### config.mk
export PLATFORM = sky130hd
export DESIGN_NAME = sysbus_ctrl
export DESIGN_NICKNAME = d
export VERILOG_FILES = /design/src/rtl/sysbus_pkg.sv /design/src/rtl/sb_parity.sv /design/src/rtl/sb_insample.sv /design/src/rtl/sb_seq.sv /design/src/rtl/sysbus_ctrl.sv
export SDC_FILE = /design/constraint.sdc
export NUM_CORES = 1
export LEC_CHECK = 0
export ABC_CLOCK_PERIOD_IN_PS = 6050
export BUFFER_PORTS_ARGS = -buffer_cell sky130_fd_sc_hd__buf_2
export CELL_PAD_IN_SITES_DETAIL_PLACEMENT = 1
export CELL_PAD_IN_SITES_GLOBAL_PLACEMENT = 2
export CORE_MARGIN = 2
export CORE_UTILIZATION = 32
export DETAILED_ROUTE_END_ITERATION = 16
export PLACE_DENSITY = 0.85
export SYNTH_ARGS = -nofsm -noshare
export SYNTH_HDL_FRONTEND = slang
export SYNTH_SLANG_ARGS = --single-unit
### constraint.sdc
create_clock -name clk -period 6.05 [get_ports clk]
set_clock_uncertainty 0.15 [all_clocks]
set_input_delay 0.605 -clock clk [delete_from_list [all_inputs] [get_ports clk]]
set_output_delay 0.605 -clock clk [all_outputs]
set_load 0.005 [all_outputs]
### src/rtl/sysbus_pkg.sv
package sysbus_pkg;
  localparam int CMD_W = 5;

  typedef enum logic [2:0] {
    S_IDLE, S_ADDR, S_WDATA, S_TURN_R, S_RWAIT, S_TURN_E, S_EXT
  } bus_state_t;

  localparam logic [1:0] K_READ  = 2'b00;
  localparam logic [1:0] K_WRITE = 2'b01;
  localparam logic [1:0] K_EXTW  = 2'b10;
endpackage

### src/rtl/sb_parity.sv
module sb_parity #(
  parameter int DW = 32,
  localparam int LN = DW / 8
) (
  input  logic [DW-1:0] d,
  output logic [LN-1:0] p
);
  for (genvar k = 0; k < LN; k++) begin : g_lane
    assign p[k] = ^d[8*k +: 8];
  end
endmodule

### src/rtl/sb_insample.sv
module sb_insample #(
  parameter int DW = 32,
  parameter int CW = 5,
  localparam int LN = DW / 8
) (
  input  logic          clk,
  input  logic          rst,
  input  logic [DW-1:0] ad_i,
  input  logic [LN-1:0] adpar_i,
  input  logic [CW-1:0] cmd_i,
  input  logic          cmdpar_i,
  input  logic          ext_valid,
  input  logic          ext_req,
  input  logic          ext_ready,
  output logic [DW-1:0] ad_s,
  output logic [LN-1:0] adpar_s,
  output logic [CW-1:0] cmd_s,
  output logic          cmdpar_s,
  output logic          valid_s,
  output logic          req_s,
  output logic          ready_s
);
  always_ff @(negedge clk) begin
    if (rst) begin
      ad_s     <= '0;
      adpar_s  <= '0;
      cmd_s    <= '0;
      cmdpar_s <= 1'b0;
      valid_s  <= 1'b0;
      req_s    <= 1'b0;
      ready_s  <= 1'b0;
    end else begin
      ad_s     <= ad_i;
      adpar_s  <= adpar_i;
      cmd_s    <= cmd_i;
      cmdpar_s <= cmdpar_i;
      valid_s  <= ext_valid;
      req_s    <= ext_req;
      ready_s  <= ext_ready;
    end
  end
endmodule

### src/rtl/sb_seq.sv
module sb_seq
  import sysbus_pkg::*;
#(
  parameter int DW   = 32,
  parameter int MAXW = 4,
  localparam int CNT_W = $clog2(MAXW)
) (
  input  logic               clk,
  input  logic               rst,
  input  logic               req_valid,
  input  logic               req_write,
  input  logic               req_block,
  input  logic               req_long,
  input  logic [1:0]         req_bytes,
  input  logic [DW-1:0]      req_addr,
  input  logic [MAXW*DW-1:0] req_wdata,
  input  logic               req_s,
  input  logic               ready_s,
  input  logic               valid_s,
  input  logic [DW-1:0]      ad_s,
  input  logic [2:0]         kind_s,
  input  logic               rx_bad,
  output logic               req_ready,
  output logic               cpu_req,
  output logic               cpu_owner,
  output logic               ext_grant,
  output logic [DW-1:0]      ad_o,
  output logic [CMD_W-1:0]   cmd_o,
  output logic               rd_valid,
  output logic [DW-1:0]      rd_data,
  output logic               rd_last,
  output logic               intr_valid,
  output logic [DW-1:0]      intr_data,
  output logic               par_err,
  output logic               par_err_data
);
  bus_state_t         st;
  logic               pend_q, wr_q, blk_q, long_q;
  logic [1:0]         bytes_q;
  logic [DW-1:0]      addr_q;
  logic [MAXW*DW-1:0] wdat_q;
  logic [CNT_W-1:0]   idx_q, last_idx;
  logic               is_last, take_rd, take_ext;

  always_comb begin
    if (!blk_q)      last_idx = '0;
    else if (long_q) last_idx = CNT_W'(MAXW - 1);
    else             last_idx = CNT_W'(MAXW / 2 - 1);
  end

  assign is_last   = (idx_q == last_idx);
  assign take_rd   = valid_s && kind_s[2] && (kind_s[1:0] == K_READ);
  assign take_ext  = valid_s && kind_s[2] && (kind_s[1:0] == K_EXTW);
  assign req_ready = (st == S_IDLE) && !pend_q;
  assign cpu_req   = pend_q;
  assign cpu_owner = (st == S_ADDR) || (st == S_WDATA);
  assign ext_grant = (st == S_RWAIT) || (st == S_EXT);

  always_comb begin
    ad_o  = '0;
    cmd_o = '0;
    if (st == S_ADDR) begin
      ad_o  = addr_q;
      cmd_o = {1'b0, wr_q, blk_q, blk_q ? {1'b0, long_q} : bytes_q};
    end else if (st == S_WDATA) begin
      ad_o  = wdat_q[idx_q*DW +: DW];
      cmd_o = {1'b1, K_WRITE, is_last, 1'b0};
    end
  end

  always_ff @(posedge clk) begin
    if (rst) begin
      st           <= S_IDLE;
      pend_q       <= 1'b0;
      wr_q         <= 1'b0;
      blk_q        <= 1'b0;
      long_q       <= 1'b0;
      bytes_q      <= '0;
      addr_q       <= '0;
      wdat_q       <= '0;
      idx_q        <= '0;
      rd_valid     <= 1'b0;
      rd_data      <= '0;
      rd_last      <= 1'b0;
      intr_valid   <= 1'b0;
      intr_data    <= '0;
      par_err      <= 1'b0;
      par_err_data <= 1'b0;
    end else begin
      rd_valid   <= 1'b0;
      rd_last    <= 1'b0;
      intr_valid <= 1'b0;
      if (req_valid && req_ready) begin
        pend_q  <= 1'b1;
        wr_q    <= req_write;
        blk_q   <= req_block;
        long_q  <= req_long;
        bytes_q <= req_bytes;
        addr_q  <= req_addr;
        wdat_q  <= req_wdata;
      end
      case (st)
        S_IDLE: begin
          if (req_s) st <= S_TURN_E;
          else if (pend_q && ready_s) begin
            st     <= S_ADDR;
            pend_q <= 1'b0;
            idx_q  <= '0;
          end
        end
        S_ADDR:   st <= wr_q ? S_WDATA : S_TURN_R;
        S_WDATA: begin
          if (is_last) st <= S_IDLE;
          else         idx_q <= idx_q + 1'b1;
        end
        S_TURN_R: st <= S_RWAIT;
        S_RWAIT: begin
          if (take_rd) begin
            rd_valid <= 1'b1;
            rd_data  <= ad_s;
            rd_last  <= is_last;
            if (is_last) st <= S_IDLE;
            else         idx_q <= idx_q + 1'b1;
          end
        end
        S_TURN_E: st <= S_EXT;
        S_EXT: begin
          if (take_ext) begin
            intr_valid <= 1'b1;
            intr_data  <= ad_s;
            st         <= S_IDLE;
          end
        end
        default: st <= S_IDLE;
      endcase
      if (ext_grant && valid_s && rx_bad && !par_err) begin
        par_err      <= 1'b1;
        par_err_data <= kind_s[2];
      end
    end
  end
endmodule

### src/rtl/sysbus_ctrl.sv
module sysbus_ctrl
  import sysbus_pkg::*;
#(
  parameter int DW   = 32,
  parameter int MAXW = 4,
  localparam int LN  = DW / 8
) (
  input  logic               clk,
  input  logic               rst,
  input  logic               req_valid,
  output logic               req_ready,
  input  logic               req_write,
  input  logic               req_block,
  input  logic               req_long,
  input  logic [1:0]         req_bytes,
  input  logic [DW-1:0]      req_addr,
  input  logic [MAXW*DW-1:0] req_wdata,
  output logic               rd_valid,
  output logic [DW-1:0]      rd_data,
  output logic               rd_last,
  output logic               intr_valid,
  output logic [DW-1:0]      intr_data,
  output logic               par_err,
  output logic               par_err_data,
  output logic [DW-1:0]      ad_o,
  input  logic [DW-1:0]      ad_i,
  output logic               ad_oe,
  output logic [LN-1:0]      adpar_o,
  input  logic [LN-1:0]      adpar_i,
  output logic [CMD_W-1:0]   cmd_o,
  input  logic [CMD_W-1:0]   cmd_i,
  output logic               cmd_oe,
  output logic               cmdpar_o,
  input  logic               cmdpar_i,
  output logic               cpu_req,
  input  logic               ext_req,
  output logic               cpu_owner,
  output logic               cpu_valid,
  input  logic               ext_valid,
  input  logic               ext_ready,
  output logic               ext_grant
);
  logic [DW-1:0]    ad_s;
  logic [LN-1:0]    adpar_s, rx_lane;
  logic [CMD_W-1:0] cmd_s;
  logic             cmdpar_s, valid_s, req_s, ready_s, rx_bad;

  sb_insample #(.DW(DW), .CW(CMD_W)) u_in (
    .clk(clk), .rst(rst), .ad_i(ad_i), .adpar_i(adpar_i), .cmd_i(cmd_i),
    .cmdpar_i(cmdpar_i), .ext_valid(ext_valid), .ext_req(ext_req),
    .ext_ready(ext_ready), .ad_s(ad_s), .adpar_s(adpar_s), .cmd_s(cmd_s),
    .cmdpar_s(cmdpar_s), .valid_s(valid_s), .req_s(req_s), .ready_s(ready_s)
  );

  sb_parity #(.DW(DW)) u_rxpar (.d(ad_s), .p(rx_lane));
  sb_parity #(.DW(DW)) u_txpar (.d(ad_o), .p(adpar_o));

  assign rx_bad    = (|(rx_lane ^ adpar_s)) || ((^cmd_s) != cmdpar_s);
  assign cmdpar_o  = ^cmd_o;
  assign ad_oe     = cpu_owner;
  assign cmd_oe    = cpu_owner;
  assign cpu_valid = cpu_owner;

  sb_seq #(.DW(DW), .MAXW(MAXW)) u_seq (
    .clk(clk), .rst(rst), .req_valid(req_valid), .req_write(req_write),
    .req_block(req_block), .req_long(req_long), .req_bytes(req_bytes),
    .req_addr(req_addr), .req_wdata(req_wdata), .req_s(req_s),
    .ready_s(ready_s), .valid_s(valid_s), .ad_s(ad_s),
    .kind_s(cmd_s[CMD_W-1:CMD_W-3]), .rx_bad(rx_bad),
    .req_ready(req_ready), .cpu_req(cpu_req), .cpu_owner(cpu_owner),
    .ext_grant(ext_grant), .ad_o(ad_o), .cmd_o(cmd_o),
    .rd_valid(rd_valid), .rd_data(rd_data), .rd_last(rd_last),
    .intr_valid(intr_valid), .intr_data(intr_data),
    .par_err(par_err), .par_err_data(par_err_data)
  );
endmodule

==> reports/results.tsv, run 1 <==
stage	metric	value	unit
outcome	outcome	complete, no violations	
sta	max-slew violation count	0	
sta	Slew @ Worst Pin	1.161	ns
die	core footprint	0.03652	mm2
sta	Setup TNS Final	0	ns
route	vias per cell	4.871	
finish	most frequent cells in the layout	514 x nand2_1, 329 x buf_2, 283 x dfxtp_1	
finish	Final Cell Area	0.01512	mm2
cts	worst-case clock buffer depth	3	
die	Starting Density	32.46	%
synthesis	post-synthesis net count	1644	
pwr	Worst VDD drop	0.1913	mV
cts	post-CTS sizing	0	
synthesis	Cells after Synth	1429	
hold_path	HP Class	input pin to flip-flop	
placed_design	pre-CTS worst setup slack	0.9257	ns
synthesis	Cell Area, Synth	0.01186	mm2
route	Routed Antenna Nets	0	
critical_path	kind of critical path	flip-flop to flip-flop	
global_route	vias in the first global route	10940	
synthesis	Mean Syn Cell Area	8.297	um2
synthesis	post-synthesis cell type count	49	
synthesis	synthesized flop and latch total	285	
die	Die X	196.5	um
critical_path	Worst Path Arrival	5.43	ns
sta	RSZ-0062 raised after global routing	no	
die	Die Footprint	0.03861	mm2
cts	CTS Buf Count	34	
cts	clk root buf	clkbuf_16	
pwr	Power Dens Cells	395.2	mW/mm2
placed_design	Port Buf Inserts	330	
global_route	total track usage	20.36	%
finish	final net count	1958	
cts	TritonCTS clock tree	built	
finish	final core utilization	41.41	%
synthesis	EDFF count, synth	0	
critical_path	crit end category	flip-flop	
global_route	global-route wire length before repair	61.69	mm
cts	H-tree depth	2	
die	FP Rows	70	
placed_design	DP Area	0.01381	mm2
cts	later-pin clock latency in the skew report	0.58	ns
pwr	P_leak	6.465	nW
finish	share of layout cells above drive strength 1	24.62	%
sta	Max-slew headroom	21.91	%
route	WL per Instance	18.04	um
critical_path	Max FO, Critical Path	3	
cts	clock transition at the registers of the reported paths	0.06	ns
route	Routed WL	40.49	mm
finish	Layout fillers	4456	
critical_path	WP data required	6.28	ns
pwr	Overall Power	5.977	mW
route	via count	10940	
sta	final hold vios	0	
critical_path	startpoint types	flip-flop	
route	drt first pass iters	5	
global_route	grt ovf	0	
die	Boundary Pins	331	
sta	Final setup viols	0	
die	Die Span Y	196.5	um
finish	area growth from synthesis to layout	27.55	%
cts	clk sinks	285	
flow_run	maxcap violations	0	
sta	final worst setup slack	0.8510	ns
placed_design	Placer Congestion	0.8023	
cts	hold_buf cts	0	
cts	Post-CTS Setup Inserts	0	
synthesis	ys async rst share	0	%
finish	commonest non-fill, non-tap cell in the layout	nand2_1	
synthesis	Post-synth top flop	dfxtp_1	
route	DRC violations left	0	
global_route	initial antenna violation count	13	
synthesis	warnings from Yosys	0	
placed_design	dpl hpwl	28.09	mm
route	Iteration-0 DRC Markers	500	
global_route	largest net degree at the start of global routing	137	
synthesis	sequential area share after synthesis	48.12	%
==> worst paths after layout <==
check	start	endpoint	slack [ns]	cells past startpoint
max reg2reg	u_in.ad_s[19]$_SDFF_NP0_	u_seq.par_err_data$_SDFFE_PP0P_	0.85	5
min	req_wdata[59]	u_seq.wdat_q[59]$_SDFFE_PP0P_	0.17	3
max	u_in.ad_s[19]$_SDFF_NP0_	u_seq.par_err_data$_SDFFE_PP0P_	0.85	5
min reg2reg	u_seq.intr_data[23]$_SDFFE_PP0P_	u_seq.intr_data[23]$_SDFFE_PP0P_	0.30	2
==> where the power goes <==
part | internal, mW | switching, mW | total [mW]
Sequential | 2.13 | 0.181 | 2.32
Clock | 1.29 | 0.909 | 2.19
Combinational | 0.550 | 0.918 | 1.47
Total | 3.97 | 2.01 | 5.98
==> critical path: stages (launching register included) <==
cell and delay, ns:
dfxtp_1 0.36, xor2_1 0.19, xnor3_1 0.43, xnor2_1 0.30, nand3_1 0.17, o311ai_0 0.38
==> Yosys cell counts, types with 10 or more instances <==
| cell type | count | area [um2] |
|---|---|---|
| inv_1 | 16 | 60.06 |
| a22o_1 | 12 | 105.1 |
| nor2_1 | 12 | 45.04 |
| dfxtp_1 | 285 | 5705 |
| xnor2_1 | 33 | 289.0 |
| nand2_1 | 515 | 1933 |
| nor2b_1 | 49 | 306.5 |
| xor2_1 | 18 | 157.7 |
| clkbuf_1 | 78 | 292.8 |
| mux4_2 | 16 | 360.4 |
| o21ai_0 | 12 | 60.06 |
| nand3_1 | 10 | 50.05 |
| mux2_2 | 11 | 123.9 |
| a21oi_1 | 243 | 1216 |
| buf_2 | 17 | 85.08 |
==> stage by stage <==
| stage | hold WS (ns) | instances |
|---|---|---|
| 2_1_floorplan | 0.2815 | 1429 |
| 3_3_place_gp | 0.2880 | 2131 |
| 3_5_place_dp | 0.2934 | 2131 |
| 4_1_cts | 0.1504 | 2235 |
| 5_1_grt | 0.1647 | 2244 |
| 6_report | 0.1742 | 2245 |
==> flip-flops by register name (all words and copies together) (netlist names), 2 cells and up <==
signal           count
u_seq.bytes_q        2
u_seq.intr_data     32
u_seq.st             3
u_seq.idx_q          2
u_seq.wdat_q       128
u_in.adpar_s         4
u_seq.addr_q        32
u_in.cmd_s           5
u_seq.rd_data       32
u_in.ad_s           32
==> cell families (layout without fill, tap and decap cells) <==
family	Yosys count	in the layout	share of synthesized area [%]
compound gates	295	295	13.60
other cells	0	10	0
simple gates	621	621	21.69
buf+inv	125	463	4.496
mux	42	42	6.596
flops	285	285	48.12
fa+ha+maj	2	2	0.2110
xor+xnor	59	59	5.287
==> layer usage <==
layer,GRT usage (%),part of all wire (%),up-vias,wire [um]
li1,-,-,5383,-
met1,27.62,45,5237,18360
met2,32.37,46,252,18770
met3,4.107,5.7,58,2301
met4,6.902,2.5,6,1021
met5,0,0.091,-,37
==> cell type report <==
class	instances	area, um2	area share (%)
diodes	10	25.02	0.1655
clock buffers	44	912.1	6.031
clock inverters	61	377.9	2.499
inverters	16	60.06	0.3971
multi-input cells	1019	5667	37.47
flip-flops and latches	285	5708	37.74
well taps	468	585.6	3.872
repair buffers	342	1788	11.82
Note: power is estimated with default switching activity, not from simulation.
==> inputs of run 2 (changes only) <==
--- a/config.mk
+++ b/config.mk
@@ -12,7 +12,7 @@
 export CORE_MARGIN = 2
 export CORE_UTILIZATION = 32
 export DETAILED_ROUTE_END_ITERATION = 16
-export PLACE_DENSITY = 0.85
+export PLACE_DENSITY_LB_ADDON = 0.1
 export SYNTH_ARGS = -nofsm -noshare
 export SYNTH_HDL_FRONTEND = slang
 export SYNTH_SLANG_ARGS = --single-unit
==> reports/results.tsv, run 2 (synthesis results as in run 1) <==
stage	metric	value	unit	change
critical_path	startpoint types	flip-flop		
cts	clock transition at the registers of the reported paths	0.06	ns	about the same
finish	Layout fillers	4497		+0.92%
global_route	met2 Use GR	33.06	%	+0.68 points
pwr	Power Dens Cells	393.1	mW/mm2	-0.53%
hold_path	hold endpoint	u_seq.wdat_q[96]$_SDFFE_PP0P_		
finish	most frequent cells in the layout	514 x nand2_1, 329 x buf_2, 283 x dfxtp_1		
route	DRC violations left	0		unchanged
finish	area growth from synthesis to layout	27.37	%	
finish	final net count	1960		+0.10%
die	Die X	196.5	um	unchanged
cts	clk root buf	clkbuf_16		
critical_path	crit end category	flip-flop		
placed_design	DP Area	0.01381	mm2	about the same
sta	Setup TNS Final	0	ns	unchanged
sta	max-slew violation count	0		unchanged
critical_path	Max FO, Critical Path	3		unchanged
cts	worst-case clock buffer depth	3		unchanged
global_route	initial antenna violation count	7		-6
critical_path	Worst R2R Path Depth	5		unchanged
route	Routed Antenna Nets	0		unchanged
sta	Max-slew headroom	26.54	%	+4.6 points
global_route	routing usage on met1	29.47	%	+1.9 points
pwr	Sw Ratio	33.66	%	+0.075 points
critical_path	RR Startpoint	u_in.ad_s[19]$_SDFF_NP0_		
placed_design	Placer Congestion	0.7660		-4.5%
route	drt first pass iters	5		unchanged
placed_design	dpl hpwl	28.81	mm	+2.6%
cts	TritonCTS clock tree	built		
global_route	grt ovf	0		unchanged
critical_path	kind of critical path	flip-flop to flip-flop		
hold_path	hold path depth	3		unchanged
sta	Slew @ Worst Pin	1.102	ns	-0.05874 ns
global_route	largest net degree at the start of global routing	107		-22%
finish	max reg flops	128		unchanged
die	Die Footprint	0.03861	mm2	unchanged
die	Boundary Pins	331		unchanged
placed_design	pre-CTS worst setup slack	0.8923	ns	-0.03345 ns
sta	RSZ-0062 raised after global routing	no		
pwr	internal cell power	3.939	mW	-0.79%
pwr	Overall Power	5.937	mW	-0.67%
hold_path	HP Start	req_wdata[96]		
critical_path	WP data required	6.30	ns	+0.02 ns
pwr	Logic pwr share	24.5	%	about the same
finish	Final Cell Area	0.01510	mm2	-0.14%
critical_path	reg2reg setup slack	0.81	ns	-0.04 ns
sta	Final setup viols	0		unchanged
global_route	met3 GRT Util	3.354	%	-0.75 points
sta	final hold vios	0		unchanged
finish	share of layout cells above drive strength 1	24.68	%	+0.057 points
hold_path	HP Class	input pin to flip-flop		
cts	clk sinks	285		unchanged
finish	Top reg by flops	u_seq.wdat_q		
global_route	vias in the first global route	10930		-0.15%
pwr	Clock power frac	36.4	%	-0.3 points
die	FP Rows	70		unchanged
placed_design	Port Buf Inserts	330		unchanged
finish	commonest non-fill, non-tap cell in the layout	nand2_1		
global_route	gr busiest metal	met2		
global_route	global-route wire length before repair	62.37	mm	+1.1%
pwr	NetSw	1.998	mW	-0.45%
route	Iteration-0 DRC Markers	445		-11%
sta	final worst setup slack	0.8099	ns	-0.04117 ns
critical_path	Worst Path Arrival	5.49	ns	+0.06 ns
pwr	P_leak	6.479	nW	+0.21%
cts	post-CTS sizing	0		unchanged
pwr	register share of total power	39.0	%	+0.3 points
route	Routed WL	40.99	mm	+1.2%
flow_run	maxcap violations	0		unchanged
route	vias per cell	4.831		-0.82%
cts	later-pin clock latency in the skew report	0.58	ns	about the same
route	via count	10840		-0.91%
global_route	total track usage	20.73	%	+0.37 points
cts	hold_buf cts	0		unchanged
die	Starting Density	32.46	%	unchanged
cts	CTS Buf Count	35		+2.9%
cts	Post-CTS Setup Inserts	0		unchanged
die	Die Span Y	196.5	um	unchanged
die	core footprint	0.03652	mm2	unchanged
cts	H-tree depth	2		unchanged
route	WL per Instance	18.27	um	+1.3%
critical_path	reg2reg end	u_seq.par_err_data$_SDFFE_PP0P_		
outcome	outcome	complete, no violations		
pwr	Worst VDD drop	0.2320	mV	+21%
run 2: cell count changes in the layout (fill, tap and decap cells not counted), sizes merged:
cell and delta:
clkinv -1, bufinv -1, clkbuf +2, diode -6
inv +2, buf +2
run 2: worst max-delay path by stage:
stage | start | end
floorplan | u_in.cmd_s[2]$_SDFF_NP0_ | u_seq.par_err_data$_SDFFE_PP0P_
global placement | u_in.ad_s[19]$_SDFF_NP0_ | u_seq.par_err_data$_SDFFE_PP0P_
detailed placement | u_in.ad_s[19]$_SDFF_NP0_ | u_seq.par_err_data$_SDFFE_PP0P_
CTS | u_in.ad_s[19]$_SDFF_NP0_ | u_seq.par_err_data$_SDFFE_PP0P_
global route | u_in.ad_s[19]$_SDFF_NP0_ | u_seq.par_err_data$_SDFFE_PP0P_
finish | u_in.ad_s[19]$_SDFF_NP0_ | u_seq.par_err_data$_SDFFE_PP0P_
run 2: final cells by class:
cell class / count / area, um2 / share of cell area, %
diodes: 4 / 10.01 / 0.06628
clock buffers: 47 / 972.2 / 6.437
clock inverters: 61 / 315.3 / 2.088
inverters: 16 / 60.06 / 0.3977
multi-input cells: 1019 / 5667 / 37.52
flip-flops and latches: 285 / 5708 / 37.80
well taps: 468 / 585.6 / 3.877
repair buffers: 343 / 1784 / 11.81
run 2: per-stage QoR:
step           util, %  std cells  hold slack [ns]
6_report         41.35       2243           0.1803
3_5_place_dp     37.81       2132           0.2934
4_1_cts          41.32       2239           0.1610
3_3_place_gp     37.81       2132           0.2889
5_1_grt          41.34       2242           0.1672
2_1_floorplan        -       1429           0.2815
run 2: power by group through the flow:
stage               combinational [mW]  sequential, mW  clock (mW)
floorplan                         1.04            2.27      0.0463
global placement                  1.46            2.34      0.0463
detailed placement                1.48            2.35      0.0463
CTS                               1.49            2.32        2.23
global route                      1.64            2.35        2.34
finish                            1.46            2.32        2.16
run 2: per-layer routing:
metal	share of wire (%)	up-vias
met2	45	236
met3	4.5	49
met5	0.056	-
met1	49	5186
met4	1.4	4
li1	-	5362
run 2: worst max-delay path, cell delays in order, from the launching register on:
cell and delay (ns):
dfxtp_1 0.37, xor2_1 0.18, xnor3_1 0.44, xnor2_1 0.29, nand3_1 0.24, o311ai_0 0.38
==> inputs of run 3 (changes only) <==
==> constraint.sdc (replaced) <==
create_clock -name clk -period 6.05 [get_ports clk]
set_clock_uncertainty 0.15 [all_clocks]
set_input_delay 0.605 -clock clk [delete_from_list [all_inputs] [get_ports clk]]
set_output_delay 0.605 -clock clk [all_outputs]
set_load 0.1 [all_outputs]
==> reports/results.tsv, run 3 (synthesis results as in run 1) <==
stage	metric	value	unit	change
pwr	Clock power frac	32.7	%	-3.7 points
die	FP Rows	70		unchanged
route	drt first pass iters	5		unchanged
hold_path	HP Start	req_wdata[0]		
pwr	NetSw	2.661	mW	+33%
sta	max-slew violation count	0		unchanged
die	Die Span Y	196.5	um	unchanged
hold_path	hold endpoint	u_seq.wdat_q[0]$_SDFFE_PP0P_		
die	Die X	196.5	um	unchanged
finish	Layout fillers	4496		-0.022%
placed_design	dpl hpwl	29.20	mm	+1.3%
cts	later-pin clock latency in the skew report	0.58	ns	about the same
cts	clk root buf	clkbuf_16		
sta	Setup TNS Final	0	ns	unchanged
pwr	Power Dens Cells	434.9	mW/mm2	+11%
finish	most frequent cells in the layout	514 x nand2_1, 329 x buf_2, 283 x dfxtp_1		
flow_run	maxcap violations	0		unchanged
route	Iteration-0 DRC Markers	395		-11%
route	Routed WL	41.11	mm	+0.29%
cts	worst-case clock buffer depth	3		unchanged
finish	final cell count without fillers	2245		+0.089%
finish	final net count	1963		+0.15%
global_route	total track usage	20.81	%	+0.077 points
sta	final hold vios	0		unchanged
die	Die Footprint	0.03861	mm2	unchanged
global_route	largest net degree at the start of global routing	110		+2.8%
sta	Max-slew headroom	35.71	%	+9.2 points
global_route	initial antenna violation count	5		-2
critical_path	reg2reg setup slack	0.87	ns	+0.06 ns
global_route	grt ovf	0		unchanged
route	WL per Instance	18.31	um	+0.20%
critical_path	startpoint types	flip-flop		
cts	TritonCTS clock tree	built		
critical_path	Worst Path Arrival	5.44	ns	-0.05 ns
cts	CTS Buf Count	35		unchanged
route	Routed Antenna Nets	0		unchanged
cts	Post-CTS Setup Inserts	0		unchanged
hold_path	HP Class	input pin to flip-flop		
pwr	register share of total power	35.2	%	-3.8 points
route	vias per cell	4.804		-0.58%
critical_path	Max FO, Critical Path	3		unchanged
placed_design	placed cells	2135		+0.14%
die	core footprint	0.03652	mm2	unchanged
cts	post-CTS sizing	0		unchanged
global_route	vias in the first global route	10890		-0.28%
critical_path	Worst R2R Path Depth	5		unchanged
sta	RSZ-0062 raised after global routing	no		
cts	H-tree depth	2		unchanged
critical_path	reg2reg end	u_seq.par_err_data$_SDFFE_PP0P_		
route	via count	10780		-0.49%
outcome	outcome	complete, no violations		
pwr	P_leak	6.491	nW	+0.19%
pwr	Logic pwr share	32.1	%	+7.6 points
cts	clk sinks	285		unchanged
placed_design	Placer Congestion	0.7730		+0.91%
pwr	Worst VDD drop	0.2287	mV	-1.4%
route	DRC violations left	0		unchanged
cts	clock transition at the registers of the reported paths	0.06	ns	about the same
die	Boundary Pins	331		unchanged
placed_design	Port Buf Inserts	330		unchanged
hold_path	hold path depth	3		unchanged
finish	commonest non-fill, non-tap cell in the layout	nand2_1		
finish	share of layout cells above drive strength 1	25.08	%	+0.41 points
finish	max reg flops	128		unchanged
sta	Slew @ Worst Pin	0.9644	ns	-0.1375 ns
critical_path	WP data required	6.31	ns	about the same
global_route	global-route wire length before repair	62.31	mm	about the same
finish	area growth from synthesis to layout	27.50	%	about the same
die	Starting Density	32.46	%	unchanged
critical_path	kind of critical path	flip-flop to flip-flop		
pwr	internal cell power	3.913	mW	-0.66%
finish	Top reg by flops	u_seq.wdat_q		
cts	hold_buf cts	0		unchanged
sta	Final setup viols	0		unchanged
pwr	Sw Ratio	40.48	%	+6.8 points
critical_path	RR Startpoint	u_in.ad_s[3]$_SDFF_NP0_		
critical_path	crit end category	flip-flop		
run 3: changes by cell type in the layout (fill, tap and decap cells not counted), sizes merged:
cell / change
inv: -1
clkinvlp: +3
clkinv: +3
bufinv: -3
clkbuf: -2
buf: +3
diode: -1
run 3: how the worst max path moves through the flow:
stage / from / end / slack (ns)
2_1_floorplan: u_seq.cpu_req$_SDFF_PP0_ / u_seq.addr_q[25]$_SDFFE_PP0P_ / 0.91
3_3_place_gp: u_in.ad_s[3]$_SDFF_NP0_ / u_seq.par_err_data$_SDFFE_PP0P_ / 0.95
3_5_place_dp: u_in.ad_s[19]$_SDFF_NP0_ / u_seq.par_err_data$_SDFFE_PP0P_ / 0.93
4_1_cts: u_in.ad_s[19]$_SDFF_NP0_ / u_seq.par_err_data$_SDFFE_PP0P_ / 0.88
5_1_grt: u_in.ad_s[19]$_SDFF_NP0_ / u_seq.par_err_data$_SDFFE_PP0P_ / 0.72
6_report: u_in.ad_s[3]$_SDFF_NP0_ / u_seq.par_err_data$_SDFFE_PP0P_ / 0.87
run 3: layout make-up:
type                       instances  area (um2)  area share [%]
antenna                            3       7.507         0.04966
clock buffer                      45        1017           6.729
clock inverter                    63       277.8           1.837
inverter                          16       60.06          0.3973
multi-input combinational       1019        5667           37.49
sequential                       285        5708           37.76
tap                              468       585.6           3.874
timing repair buffer             346        1794           11.87
run 3: per-stage QoR:
stage | total power [mW] | util [%] | hold slack [ns] | setup WS [ns] | cell area, um2
global route | 6.958 | 41.38 | 0.1665 | 0.7245 | 15110
CTS | 6.661 | 41.37 | 0.1520 | 0.8848 | 15110
finish | 6.574 | 41.39 | 0.1762 | 0.8661 | 15120
floorplan | 4.010 | - | 0.2815 | 0.9085 | 11860
detailed placement | 4.531 | 37.83 | 0.2949 | 0.9294 | 13820
global placement | 4.497 | 37.83 | 0.2893 | 0.9497 | 13820
run 3: worst max-delay path, stage by stage, from the launching register on:
cell and delay [ns]:
dfxtp_1 0.37, xor2_1 0.16, xnor3_1 0.43, xnor2_1 0.29
nand3_1 0.25, o311ai_0 0.36
run 3: power by group through the flow:
stage          Clock [mW]  Sequential [mW]  Combinational (mW)
4_1_cts              2.21             2.31                2.14
5_1_grt              2.32             2.35                2.29
6_report             2.15             2.31                2.11
3_5_place_dp       0.0463             2.35                2.13
3_3_place_gp       0.0463             2.34                2.11
2_1_floorplan      0.0463             2.30                1.66
run 3: routing by layer:
layer  up-vias  wire length [um]  global-route usage, %
met3        43              1898                  3.354
met4         2               544                  4.489
met1      5160             20030                  29.63
met5         -                10                      0
met2       219             18620                  33.23
li1       5360                 -                      -
